$ cat src/rtl/irqid_pkg.sv
package irqid_pkg;

  localparam int NUM_SRC = 5;

  typedef enum logic [3:0] {
    ID_MODEM   = 4'h0,
    ID_NONE    = 4'h1,
    ID_TXEMPTY = 4'h2,
    ID_RXDATA  = 4'h4,
    ID_LINE    = 4'h6,
    ID_TIMEOUT = 4'hC
  } idCode_e;

  // Strobes from the control side to the datapath.
  typedef struct packed {
    logic txPend;   // transmit-empty pending flag
    logic capture;  // latch the identification byte this cycle
  } ctlStrobes_t;

  // Code for each priority slot, slot 0 ranks highest.
  function automatic logic [3:0] slotCode(input int slot);
    case (slot)
      0:       slotCode = ID_LINE;
      1:       slotCode = ID_RXDATA;
      2:       slotCode = ID_TIMEOUT;
      3:       slotCode = ID_TXEMPTY;
      default: slotCode = ID_MODEM;
    endcase
  endfunction

endpackage

$ cat src/rtl/irqid_txpend_ctrl.sv
module irqid_txpend_ctrl
  import irqid_pkg::*;
(
  input  logic        clk,
  input  logic        rstN,
  input  logic        ieTx,
  input  logic        txFifoEmpty,
  input  logic        iirRead,
  input  logic        thrWrite,
  input  logic        reportTx,
  output ctlStrobes_t strobes
);

  logic prevEmpty;
  logic prevIeTx;
  logic txPend;
  logic setEvt;
  logic clrEvt;

  // A fresh drain, or enabling the source while already empty.
  assign setEvt = (txFifoEmpty && !prevEmpty) || (ieTx && !prevIeTx && txFifoEmpty);
  assign clrEvt = thrWrite || (iirRead && reportTx);

  always_ff @(posedge clk) begin
    if (!rstN) begin
      prevEmpty <= 1'b1;
      prevIeTx  <= 1'b0;
      txPend    <= 1'b0;
    end else begin
      prevEmpty <= txFifoEmpty;
      prevIeTx  <= ieTx;
      if (setEvt)      txPend <= 1'b1;
      else if (clrEvt) txPend <= 1'b0;
    end
  end

  always_comb begin
    strobes         = '0;
    strobes.txPend  = txPend;
    strobes.capture = iirRead;
  end

  // a drain of the FIFO raises the flag on the next cycle
  p_set_on_drain_r7: assert property (@(posedge clk) disable iff (!rstN)
    (txFifoEmpty && !prevEmpty) |=> txPend);

  // enabling while empty raises the flag
  p_set_on_enable_r7: assert property (@(posedge clk) disable iff (!rstN)
    (ieTx && !prevIeTx && txFifoEmpty) |=> txPend);

  // holding-register write clears when no set event competes
  p_thr_clear_r8: assert property (@(posedge clk) disable iff (!rstN)
    (thrWrite && !setEvt) |=> !txPend);

  // a read that reports transmit empty clears it
  p_read_clear_r8: assert property (@(posedge clk) disable iff (!rstN)
    (iirRead && reportTx && !setEvt) |=> !txPend);

endmodule

$ cat src/rtl/irqid_datapath.sv
module irqid_datapath
  import irqid_pkg::*;
#(
  parameter int ERR_W   = 4,
  parameter int DELTA_W = 4,
  parameter int IE_W    = 4,
  parameter int ID_W    = 8
) (
  input  logic               clk,
  input  logic               rstN,
  input  logic [IE_W-1:0]    ieMask,
  input  logic [ERR_W-1:0]   lineErr,
  input  logic               rxTrigHit,
  input  logic               rxTimeout,
  input  logic [DELTA_W-1:0] modemDelta,
  input  logic               fifoEn,
  input  ctlStrobes_t        strobes,
  output logic               reportTx,
  output logic               irq,
  output logic [ID_W-1:0]    idLive,
  output logic [ID_W-1:0]    idRead
);

  localparam int CODE_W = 4;
  localparam logic [ID_W-1:0] RESET_ID = ID_W'(ID_NONE);

  logic [NUM_SRC-1:0] srcAct;
  logic [CODE_W-1:0]  winCode;
  logic               anyAct;

  // Masked sources in priority slots, slot 0 highest.
  always_comb begin
    srcAct    = '0;
    srcAct[0] = ieMask[2] && (|lineErr);
    srcAct[1] = ieMask[0] && rxTrigHit;
    srcAct[2] = ieMask[0] && rxTimeout;
    srcAct[3] = ieMask[1] && strobes.txPend;
    srcAct[4] = ieMask[3] && (|modemDelta);
  end

  // Walk from lowest to highest so the highest active slot wins.
  always_comb begin
    winCode = CODE_W'(ID_NONE);
    for (int s = NUM_SRC - 1; s >= 0; s--) begin
      if (srcAct[s]) winCode = slotCode(s);
    end
  end

  assign anyAct   = |srcAct;
  assign irq      = anyAct;
  assign reportTx = (winCode == CODE_W'(ID_TXEMPTY));

  generate
    if (ID_W > 8) begin : g_wide
      assign idLive = {{(ID_W-8){1'b0}}, {2{fifoEn}}, 2'b00, winCode};
    end else begin : g_byte
      assign idLive = {{2{fifoEn}}, 2'b00, winCode};
    end
  endgenerate

  always_ff @(posedge clk) begin
    if (!rstN)                idRead <= RESET_ID;
    else if (strobes.capture) idRead <= idLive;
  end

  // line status outranks all others
  p_line_first_r1: assert property (@(posedge clk) disable iff (!rstN)
    (ieMask[2] && (|lineErr)) |-> (idLive[3:0] == 4'h6));

  // timeout shown only when nothing higher is active
  p_timeout_rank_r1: assert property (@(posedge clk) disable iff (!rstN)
    (idLive[3:0] == 4'hC) |-> !(ieMask[0] && rxTrigHit));

  // no request means the idle code
  p_idle_code_r3: assert property (@(posedge clk) disable iff (!rstN)
    !irq |-> (idLive[3:0] == 4'h1));

  // reserved bits stay zero
  p_reserved_zero_r4: assert property (@(posedge clk) disable iff (!rstN)
    idLive[5:4] == 2'b00);

  // latched byte holds between reads
  p_hold_read_r10: assert property (@(posedge clk) disable iff (!rstN)
    !strobes.capture |=> $stable(idRead));

endmodule

$ cat src/rtl/irq_id_unit.sv
module irq_id_unit
  import irqid_pkg::*;
#(
  parameter int ERR_W   = 4,
  parameter int DELTA_W = 4
) (
  input  logic               clk,
  input  logic               rstN,
  input  logic [3:0]         ieMask,
  input  logic [ERR_W-1:0]   lineErr,
  input  logic               rxTrigHit,
  input  logic               rxTimeout,
  input  logic               txFifoEmpty,
  input  logic [DELTA_W-1:0] modemDelta,
  input  logic               fifoEn,
  input  logic               iirRead,
  input  logic               thrWrite,
  output logic               irq,
  output logic [7:0]         idLive,
  output logic [7:0]         idRead
);

  ctlStrobes_t strobes;
  logic        reportTx;

  irqid_txpend_ctrl u_ctrl (
    .clk         (clk),
    .rstN        (rstN),
    .ieTx        (ieMask[1]),
    .txFifoEmpty (txFifoEmpty),
    .iirRead     (iirRead),
    .thrWrite    (thrWrite),
    .reportTx    (reportTx),
    .strobes     (strobes)
  );

  irqid_datapath #(
    .ERR_W   (ERR_W),
    .DELTA_W (DELTA_W),
    .IE_W    (4),
    .ID_W    (8)
  ) u_dp (
    .clk        (clk),
    .rstN       (rstN),
    .ieMask     (ieMask),
    .lineErr    (lineErr),
    .rxTrigHit  (rxTrigHit),
    .rxTimeout  (rxTimeout),
    .modemDelta (modemDelta),
    .fifoEn     (fifoEn),
    .strobes    (strobes),
    .reportTx   (reportTx),
    .irq        (irq),
    .idLive     (idLive),
    .idRead     (idRead)
  );

endmodule

$ cat config.mk
export PLATFORM = sky130hd
export DESIGN_NAME = irq_id_unit
export DESIGN_NICKNAME = d
export VERILOG_FILES = /design/src/rtl/irqid_pkg.sv /design/src/rtl/irqid_txpend_ctrl.sv /design/src/rtl/irqid_datapath.sv /design/src/rtl/irq_id_unit.sv
export SDC_FILE = /design/constraint.sdc
export NUM_CORES = 1
export LEC_CHECK = 0
export BUFFER_PORTS_ARGS = -buffer_cell sky130_fd_sc_hd__buf_2
export CORE_AREA = 2 2 39 41
export DETAILED_ROUTE_END_ITERATION = 8
export DIE_AREA = 0 0 41 43
export PLACE_DENSITY = 0.8
export RECOVER_POWER = 25
export SKIP_CTS_REPAIR_TIMING = 1
export SYNTH_ARGS = -nofsm -noshare
export SYNTH_HDL_FRONTEND = slang
export SYNTH_SLANG_ARGS = --single-unit
export TNS_END_PERCENT = 20
$ cat constraint.sdc
create_clock -name clk -period 2.2 [get_ports clk]
set_clock_uncertainty 0.2 [all_clocks]
set_input_delay 0.22 -clock clk [delete_from_list [all_inputs] [get_ports clk]]
set_output_delay 0.22 -clock clk [all_outputs]
set_load 0.01 [all_outputs]
==> flow_summary.yaml, run 1 <==
yosys:
  synth_area_um2: 444
  synth_ff_type: "dfxtp_1"
  ys_seq_area_frac: 0.361
  yosys_warnings: 0
  postSynthAreaPerCell_um2: 8.88
  syn_inst: 50
  ys_types: 21
  netlist.area_leader.share: 0.361
  async_flop_share: 0
  ys_seq_elements: 8
  yosysTopAreaCell: "dfxtp_1"
  synthTopCellsByArea: "dfxtp_1 (36%), buf_4 (15%), a2111oi_4 (6.2%)"
  synth_edf_count: 0
routing:
  via_per_inst: 4.63
  finalWirelength_um: 1010
  wl_per_cell_um: 10.4
  dr.pass1.iters: 4
  postRouteAntennaNets: 0
  vias: 449
  drc_errors: 0
  drt_iter0_markers: 11
placed_design:
  placedCellCount: 92
  portBuffers: 32
  place_ws_ns: 0.360
  place.gp.congestion: 0.792
cells_and_area:
  drive_gt1_frac: 0.420
  fin_nets: 103
  syn2layout_area_growth_pct: 36.6
  final_cell_mix: "buf_2 (29), dfxtp_1 (8)"
  final_cells: 97
  n_antenna_cell: 0
  layout_commonest_cell: "buf_2"
timing:
  hold_viol_final: 0
  min_period_ns: 1.84
  fin_ws_ns: 0.360
  slew_viol_final: 0
  whs_ns: 0.0539
  fin_crit_sh: 0.836
  finalSetupTns_ns: 0
  fmax_mhz: 544
  setup_viol: 0
  rsz0062_at_grt: "no"
worst_setup_path:
  crit_chain: "buf_2 > o41a_1 > a2111oi_4 > inv_1 > buf_2"
  critPathArrivalTime_ns: 1.42
  crit_start: "lineErr[3]"
  cp_common_cell: "buf_2"
  startpoint_type: "input pin"
  end_kind: "output port"
  critPathMaxStageDelay_ns: 0.51
  cp.required_ns: 1.78
  timing.rr.start: "u_ctrl.txPend$_SDFFE_PN0P_"
  critPathMaxFanout: 5
  crit_path_top_delay_cell: "o41a_1"
  crit_type: "in -> out"
clock_tree:
  cts_tree: "built"
  clock-root-buffer: "clkbuf_4"
  clk_pin_slew_ns: 0.06
  cts-buffers-inserted: 3
  cts_sinks: 8
  h-tree-depth: 1
  clk_latency_ns: 0.26
  max-clock-path-buffers: 2
floorplan:
  dieArea_um2: 1760
  rows: 14
  boundaryPins: 37
  core_area_um2: 1380
  die_h_um: 43
  start_util: 0.321
  chipWidth_um: 41
power_and_ir_drop:
  p_leak_nw: 0.308
  finalPower_w: 0.000352
  vdd_ir_drop_max_uv: 269
  p_per_area_nw_per_um2: 580
grt:
  grt-ovfl-total: 0
  grt_pass1_wl_um: 1410
  grt_max_degree: 11
  grt_pass1_vias: 366
  grt_use_total: 0.119
  antenna_found_initial: 0
run:
  cap_violations: 0
status:
  status: "finished, final reports clean"
hold_path:
  hp-start: "fifoEn"
  hold_path_class: "in -> reg"
-- sequential cells by signal, summed over array words and instances, names as in the netlist --
name              cells
u_dp.idRead           5
u_ctrl.prevEmpty      1
u_ctrl.prevIeTx       1
u_ctrl.txPend         1
-- through the flow --
step	cell area (um^2)	utilization
floorplan	455	-
global placement	568	0.410
detailed placement	568	0.410
CTS	591	0.427
global route	607	0.439
finish	607	0.439
-- area by class of cell --
type                    instances  area (um^2)
multi-input cells              32          213
fillers                       137          777
flip-flops and latches          8          160
inverters                       4         15.0
well taps                      16         20.0
clock buffers                   3         22.5
repair buffers                 34          176
-- per-layer routing --
metal  track usage  share of wire  vias up  wire [um]
met2         0.188           0.55       17        551
met3        0.0157          0.049        4         49
met5             0              0        -          0
met4         0.107          0.025        0         25
met1         0.127           0.38      205        380
li1              -              -      223          -
-- cell families (layout without fill, tap and decap cells) --
| kind of cell | count (synthesis) | in the layout | share of synthesized area |
|---|---|---|---|
| muxes | 1 | 1 | 0.0225 |
| DFF | 8 | 8 | 0.361 |
| buffers and inverters | 13 | 41 | 0.186 |
| and+or+nand+nor | 12 | 12 | 0.141 |
| AOI/OAI and AO/OA | 15 | 15 | 0.282 |
| other | 1 | 4 | 0.00844 |
-- synthesized netlist by cell type (all sizes together) (2+ instances only) --
| cell type | n |
|---|---|
| dfxtp | 8 |
| a21o | 2 |
| inv | 4 |
| o21ai | 4 |
| a21oi | 2 |
| nor3 | 2 |
| buf | 9 |
| nand2b | 2 |
| o41a | 2 |
| nand2 | 4 |
-- path summary, 6_finish.rpt --
check / to / slack [ns] / cells after the start
setup / recovery: irq / 0.36 / 5
hold / removal: u_dp.idRead[6]$_SDFFE_PN0P_ / 0.05 / 3
setup reg to reg: u_dp.idRead[0]$_SDFFE_PN1P_ / 1.11 / 2
hold reg to reg: u_dp.idRead[2]$_SDFFE_PN0P_ / 0.33 / 2
-- worst max-delay path, delay by kind of cell --
family,cells,cell delay [ns]
compound gates,2,0.90
buf+inv,3,0.29
-- report_power, final --
group          switching, W  total [W]  leakage, nW  internal (W)
Sequential       0.00000435   0.000158       0.0664      0.000154
Clock             0.0000540   0.000117       0.0138     0.0000627
Combinational     0.0000404  0.0000768        0.228     0.0000364
No activity file was read; power rests on OpenSTA's default activity.
==> run 2: changes to the inputs <==
--- a/config.mk
+++ b/config.mk
@@ -6,9 +6,9 @@
 export NUM_CORES = 1
 export LEC_CHECK = 0
 export BUFFER_PORTS_ARGS = -buffer_cell sky130_fd_sc_hd__buf_2
-export CORE_AREA = 2 2 39 41
+export CORE_MARGIN = 1
+export CORE_UTILIZATION = 32
 export DETAILED_ROUTE_END_ITERATION = 8
-export DIE_AREA = 0 0 41 43
 export PLACE_DENSITY = 0.8
 export RECOVER_POWER = 25
 export SKIP_CTS_REPAIR_TIMING = 1
==> constraint.sdc (replaced) <==
create_clock -name clk -period 1.5 [get_ports clk]
set_clock_uncertainty 0.2 [all_clocks]
set_input_delay 0.15 -clock clk [delete_from_list [all_inputs] [get_ports clk]]
set_output_delay 0.15 -clock clk [all_outputs]
set_load 0.01 [all_outputs]
==> run 2 against run 1 <==
Net effect:
- the flow now finishes with violations (design-rule violations, negative setup slack)
- combinational power is 56% higher
- critical path depth stayed put
- sequential power is 47% higher
- largest cell class unchanged
- highest routed layer is now met3
==> flow_summary.yaml, run 2 (same netlist as run 1, synthesis figures left out) <==
placed_design:
  placedCellCount: 91
  portBuffers: 32
  place_ws_ns: -0.119
  place.gp.congestion: 0.627
  hpwl_um: 776
clock_tree:
  cts-buffers-inserted: 3
  max-clock-path-buffers: 2
  clk_pin_slew_ns: 0.06
  cts_sinks: 8
  clock-root-buffer: "clkbuf_4"
  cts_tree: "built"
  clk_latency_ns: 0.25
  h-tree-depth: 1
timing:
  fin_crit_sh: 1.07
  whs_ns: 0.00516
  fin_ws_ns: -0.0993
  hold_viol_final: 0
  rsz0062_at_grt: "yes"
  fmax_mhz: 625
  slew_viol_final: 0
  setup_viol: 3
  min_period_ns: 1.60
routing:
  postRouteAntennaNets: 0
  via_per_inst: 4.54
  dr.pass1.iters: 8
  wl_per_cell_um: 10.4
  finalWirelength_um: 1010
  vias: 440
  drc_errors: 1
  drt_iter0_markers: 13
grt:
  grt_use_total: 0.129
  grt_pass1_wl_um: 1350
  antenna_found_initial: 0
  grt_max_degree: 11
  grt-ovfl-total: 0
  grt_pass1_vias: 356
floorplan:
  core_area_um2: 1300
  boundaryPins: 37
  start_util: 0.341
  chipWidth_um: 39.3
  dieArea_um2: 1540
  rows: 13
  die_h_um: 39.3
hold_path:
  hold_path_end: "u_ctrl.prevIeTx$_SDFF_PN0_"
  hold_path_class: "in -> reg"
  hold_depth: 2
  hp-start: "ieMask[1]"
power_and_ir_drop:
  power_frac_clock: 0.321
  p_per_area_nw_per_um2: 816
  finalPower_w: 0.000519
  power.share.switching: 0.275
  p_switching_w: 0.000142
  seq_power_share: 0.448
  p_leak_nw: 0.317
  vdd_ir_drop_max_uv: 308
  pwr-share-comb: 0.231
  cellInternalPower_w: 0.000376
cells_and_area:
  regMostFlops: "u_dp.idRead"
  syn2layout_area_growth_pct: 43.1
  drive_gt1_frac: 0.439
  layout_commonest_cell: "buf_2"
  n_antenna_cell: 0
  fin_nets: 104
  final_cell_mix: "buf_2 (27), dfxtp_1 (8)"
  postLayoutCoreUtil: 0.488
  largest_reg_flops: 5
  final_cells: 97
worst_setup_path:
  crit_start: "modemDelta[2]"
  cp.required_ns: 1.15
  rrSetupSlack_ns: 0.41
  critPathArrivalTime_ns: 1.25
  timing.rr.start: "u_ctrl.txPend$_SDFFE_PN0P_"
  startpoint_type: "input pin"
  critPathMaxFanout: 3
  rr_worst_depth: 2
  crit_type: "in -> out"
  r2r-end: "u_dp.idRead[0]$_SDFFE_PN1P_"
  end_kind: "output port"
run:
  cap_violations: 0
status:
  violations: "design-rule violations, negative setup slack"
  status: "finished, violations left"
[run 2: changes by cell type in the layout (fill, tap and decap cells not counted), sizes merged]
cell         before  now
dlygate4sd3       2    3
[run 2: critical path: stages]
cell and delay (ns):
buf_6 0.09, o41a_1 0.44, a2111oi_4 0.36, inv_1 0.07, buf_2 0.14
[run 2: power groups by stage]
stage / sequential [W] / combinational [W] / clock [W]
global route: 0.000234 / 0.000133 / 0.000182
CTS: 0.000232 / 0.000111 / 0.000172
finish: 0.000232 / 0.000120 / 0.000167
floorplan: 0.000241 / 0.0000691 / 0
global placement: 0.000236 / 0.000108 / 0
detailed placement: 0.000237 / 0.000110 / 0
[run 2: how the worst max path moves through the flow]
stage                      to  slack, ns  cells after the start
after floorplan           irq      0.005                      3
after CTS                 irq      -0.12                      5
after detailed placement  irq      -0.12                      5
after global placement    irq      -0.11                      5
final                     irq       -0.1                      5
after global routing      irq      -0.16                      5
[run 2: cell type report]
class	instances	area [um^2]
fill	132	666
tap	15	18.8
sequential	8	160
clock buffer	3	22.5
inverter	4	15.0
timing repair buffer	35	199
multi-input combinational	32	220
[run 2: layer usage]
| metal | vias to the layer above | global-route usage | part of all wire |
|---|---|---|---|
| li1 | 224 | - | - |
| met1 | 201 | 0.144 | 0.39 |
| met2 | 15 | 0.221 | 0.53 |
| met3 | 0 | 0.0455 | 0.081 |
| met4 | 0 | 0.0517 | 0 |
| met5 | - | 0 | 0 |
[run 2: per-stage QoR]
stage	TNS, ns	instance area, um^2
after CTS	-0.300	589
after detailed placement	-0.293	567
after global routing	-0.381	636
after floorplan	0	455
after global placement	-0.283	567
final	-0.209	636
==> run 3: changes to the inputs <==
--- a/config.mk
+++ b/config.mk
@@ -5,11 +5,11 @@
 export SDC_FILE = /design/constraint.sdc
 export NUM_CORES = 1
 export LEC_CHECK = 0
-export BUFFER_PORTS_ARGS = -buffer_cell sky130_fd_sc_hd__buf_2
-export CORE_MARGIN = 1
-export CORE_UTILIZATION = 32
+export CORE_AREA = 2 2 39 41
 export DETAILED_ROUTE_END_ITERATION = 8
-export PLACE_DENSITY = 0.8
+export DIE_AREA = 0 0 41 43
+export DONT_BUFFER_PORTS = 1
+export PLACE_DENSITY = 0.58
 export RECOVER_POWER = 25
 export SKIP_CTS_REPAIR_TIMING = 1
 export SYNTH_ARGS = -nofsm -noshare
==> run 3 against run 2 <==
Net effect:
- the run ends with negative hold slack left
- final area fell by 21%
- non-clock buffer count decreased by 28
- maximum frequency is 7.8% higher
- critical path depth fell by 2
- die area is 14% higher
- total power decreased by 10%
==> flow_summary.yaml, run 3 (same netlist as run 1, synthesis figures left out) <==
status:
  status: "finished, violations left"
  violations: "negative hold slack"
clock_tree:
  max-clock-path-buffers: 2
  clk_latency_ns: 0.25
  cts_sinks: 8
  clock-root-buffer: "clkbuf_4"
  h-tree-depth: 1
  cts_tree: "built"
  cts-buffers-inserted: 3
  clk_pin_slew_ns: 0.05
hold_path:
  hp-start: "ieMask[1]"
  hold_depth: 1
  hold_path_class: "in -> reg"
  hold_path_end: "u_ctrl.prevIeTx$_SDFF_PN0_"
routing:
  vias: 340
  drt_iter0_markers: 9
  drc_errors: 0
  wl_per_cell_um: 11.8
  via_per_inst: 4.86
  postRouteAntennaNets: 0
  finalWirelength_um: 823
  dr.pass1.iters: 2
timing:
  fin_ws_ns: 0.0163
  rsz0062_at_grt: "yes"
  fmax_mhz: 674
  hold_viol_final: 4
  fin_crit_sh: 0.989
  slew_viol_final: 0
  finalSetupTns_ns: 0
  setup_viol: 0
  whs_ns: -0.178
  min_period_ns: 1.48
placed_design:
  place_ws_ns: 0.00854
  postPlaceCellArea_um2: 423
  hpwl_um: 649
  portBuffers: 0
  place.gp.congestion: 0.622
cells_and_area:
  largest_reg_flops: 5
  nFillCells: 153
  syn2layout_area_growth_pct: 12.7
  final_cell_mix: "dfxtp_1 (8), dlygate4sd3_1 (5)"
  postLayoutCellArea_um2: 500
  regMostFlops: "u_dp.idRead"
  layout_commonest_cell: "dfxtp_1"
  drive_gt1_frac: 0.148
  n_antenna_cell: 0
  fin_nets: 76
worst_setup_path:
  timing.rr.start: "u_ctrl.txPend$_SDFFE_PN0P_"
  rrSetupSlack_ns: 0.40
  rr_worst_depth: 2
  cp.required_ns: 1.15
  critPathArrivalTime_ns: 1.13
  crit_type: "in -> out"
  crit_path_top_delay_cell: "o41a_1"
  end_kind: "output port"
  r2r-end: "u_dp.idRead[0]$_SDFFE_PN1P_"
  cp.depth: 3
  crit_family: "compound AO/OA/AOI/OAI gates"
  critPathMaxFanout: 3
  crit_buf_inv: 1
  crit_chain: "o41a_1 > a2111oi_4 > buf_4"
  startpoint_type: "input pin"
  critPathMaxStageDelay_ns: 0.43
floorplan:
  start_util: 0.321
  core_area_um2: 1380
  die_h_um: 43
  chipWidth_um: 41
  dieArea_um2: 1760
  rows: 14
  boundaryPins: 37
grt:
  grt_use_total: 0.113
  grt_max_degree: 11
  antenna_found_initial: 0
  grt-ovfl-total: 0
  grt_pass1_vias: 327
  grt_pass1_wl_um: 1340
run:
  cap_violations: 0
power_and_ir_drop:
  p_leak_nw: 0.209
  p_per_area_nw_per_um2: 932
  vdd_ir_drop_max_uv: 449
-- run 3: stage by stage --
step                total power [W]   util  hold slack [ns]  instances
floorplan                  0.000310      -           0.0515         53
global placement           0.000296  0.306           0.0299         62
detailed placement         0.000297  0.306           0.0278         62
CTS                        0.000459  0.322           -0.234         65
global route               0.000499  0.362           -0.178         70
finish                     0.000466  0.362           -0.178         70
-- run 3: worst max path at each step --
stage                   from         to  slack [ns]
5_1_grt        modemDelta[1]  idLive[0]       -0.01
3_5_place_dp   modemDelta[1]  idLive[0]       0.009
6_report       modemDelta[1]  idLive[0]        0.02
3_3_place_gp      lineErr[3]  idLive[3]       0.007
2_1_floorplan  modemDelta[1]        irq       0.005
4_1_cts        modemDelta[1]  idLive[0]       0.003
-- run 3: metal layers --
metal	share of wire	routed length [um]	up-vias	GRT usage
li1	-	-	173	-
met1	0.40	326	149	0.137
met2	0.52	430	16	0.147
met3	0.075	62	2	0.0576
met4	0.0061	5	0	0.0800
met5	0	0	-	0
-- run 3: report_power, final --
| part | internal (W) | total (W) | switching [W] |
|---|---|---|---|
| registers | 0.000226 | 0.000239 | 0.0000130 |
| logic | 0.0000324 | 0.0000706 | 0.0000382 |
| clock network | 0.0000910 | 0.000157 | 0.0000656 |
| total | 0.000350 | 0.000466 | 0.000117 |
-- run 3: worst register-to-register path, delay by kind of cell (launching register included) --
family / cells / cell delay (ns)
AO/OA/AOI/OAI: 2 / 0.50
flip-flops: 1 / 0.35
-- run 3: area by class of cell --
cell class | instances | area [um^2] | area share
flip-flops and latches | 8 | 160 | 0.320
clock buffers | 3 | 22.5 | 0.0450
repair buffers | 7 | 65.1 | 0.130
well taps | 16 | 20.0 | 0.0400
inverters | 4 | 15.0 | 0.0300
multi-input cells | 32 | 218 | 0.435
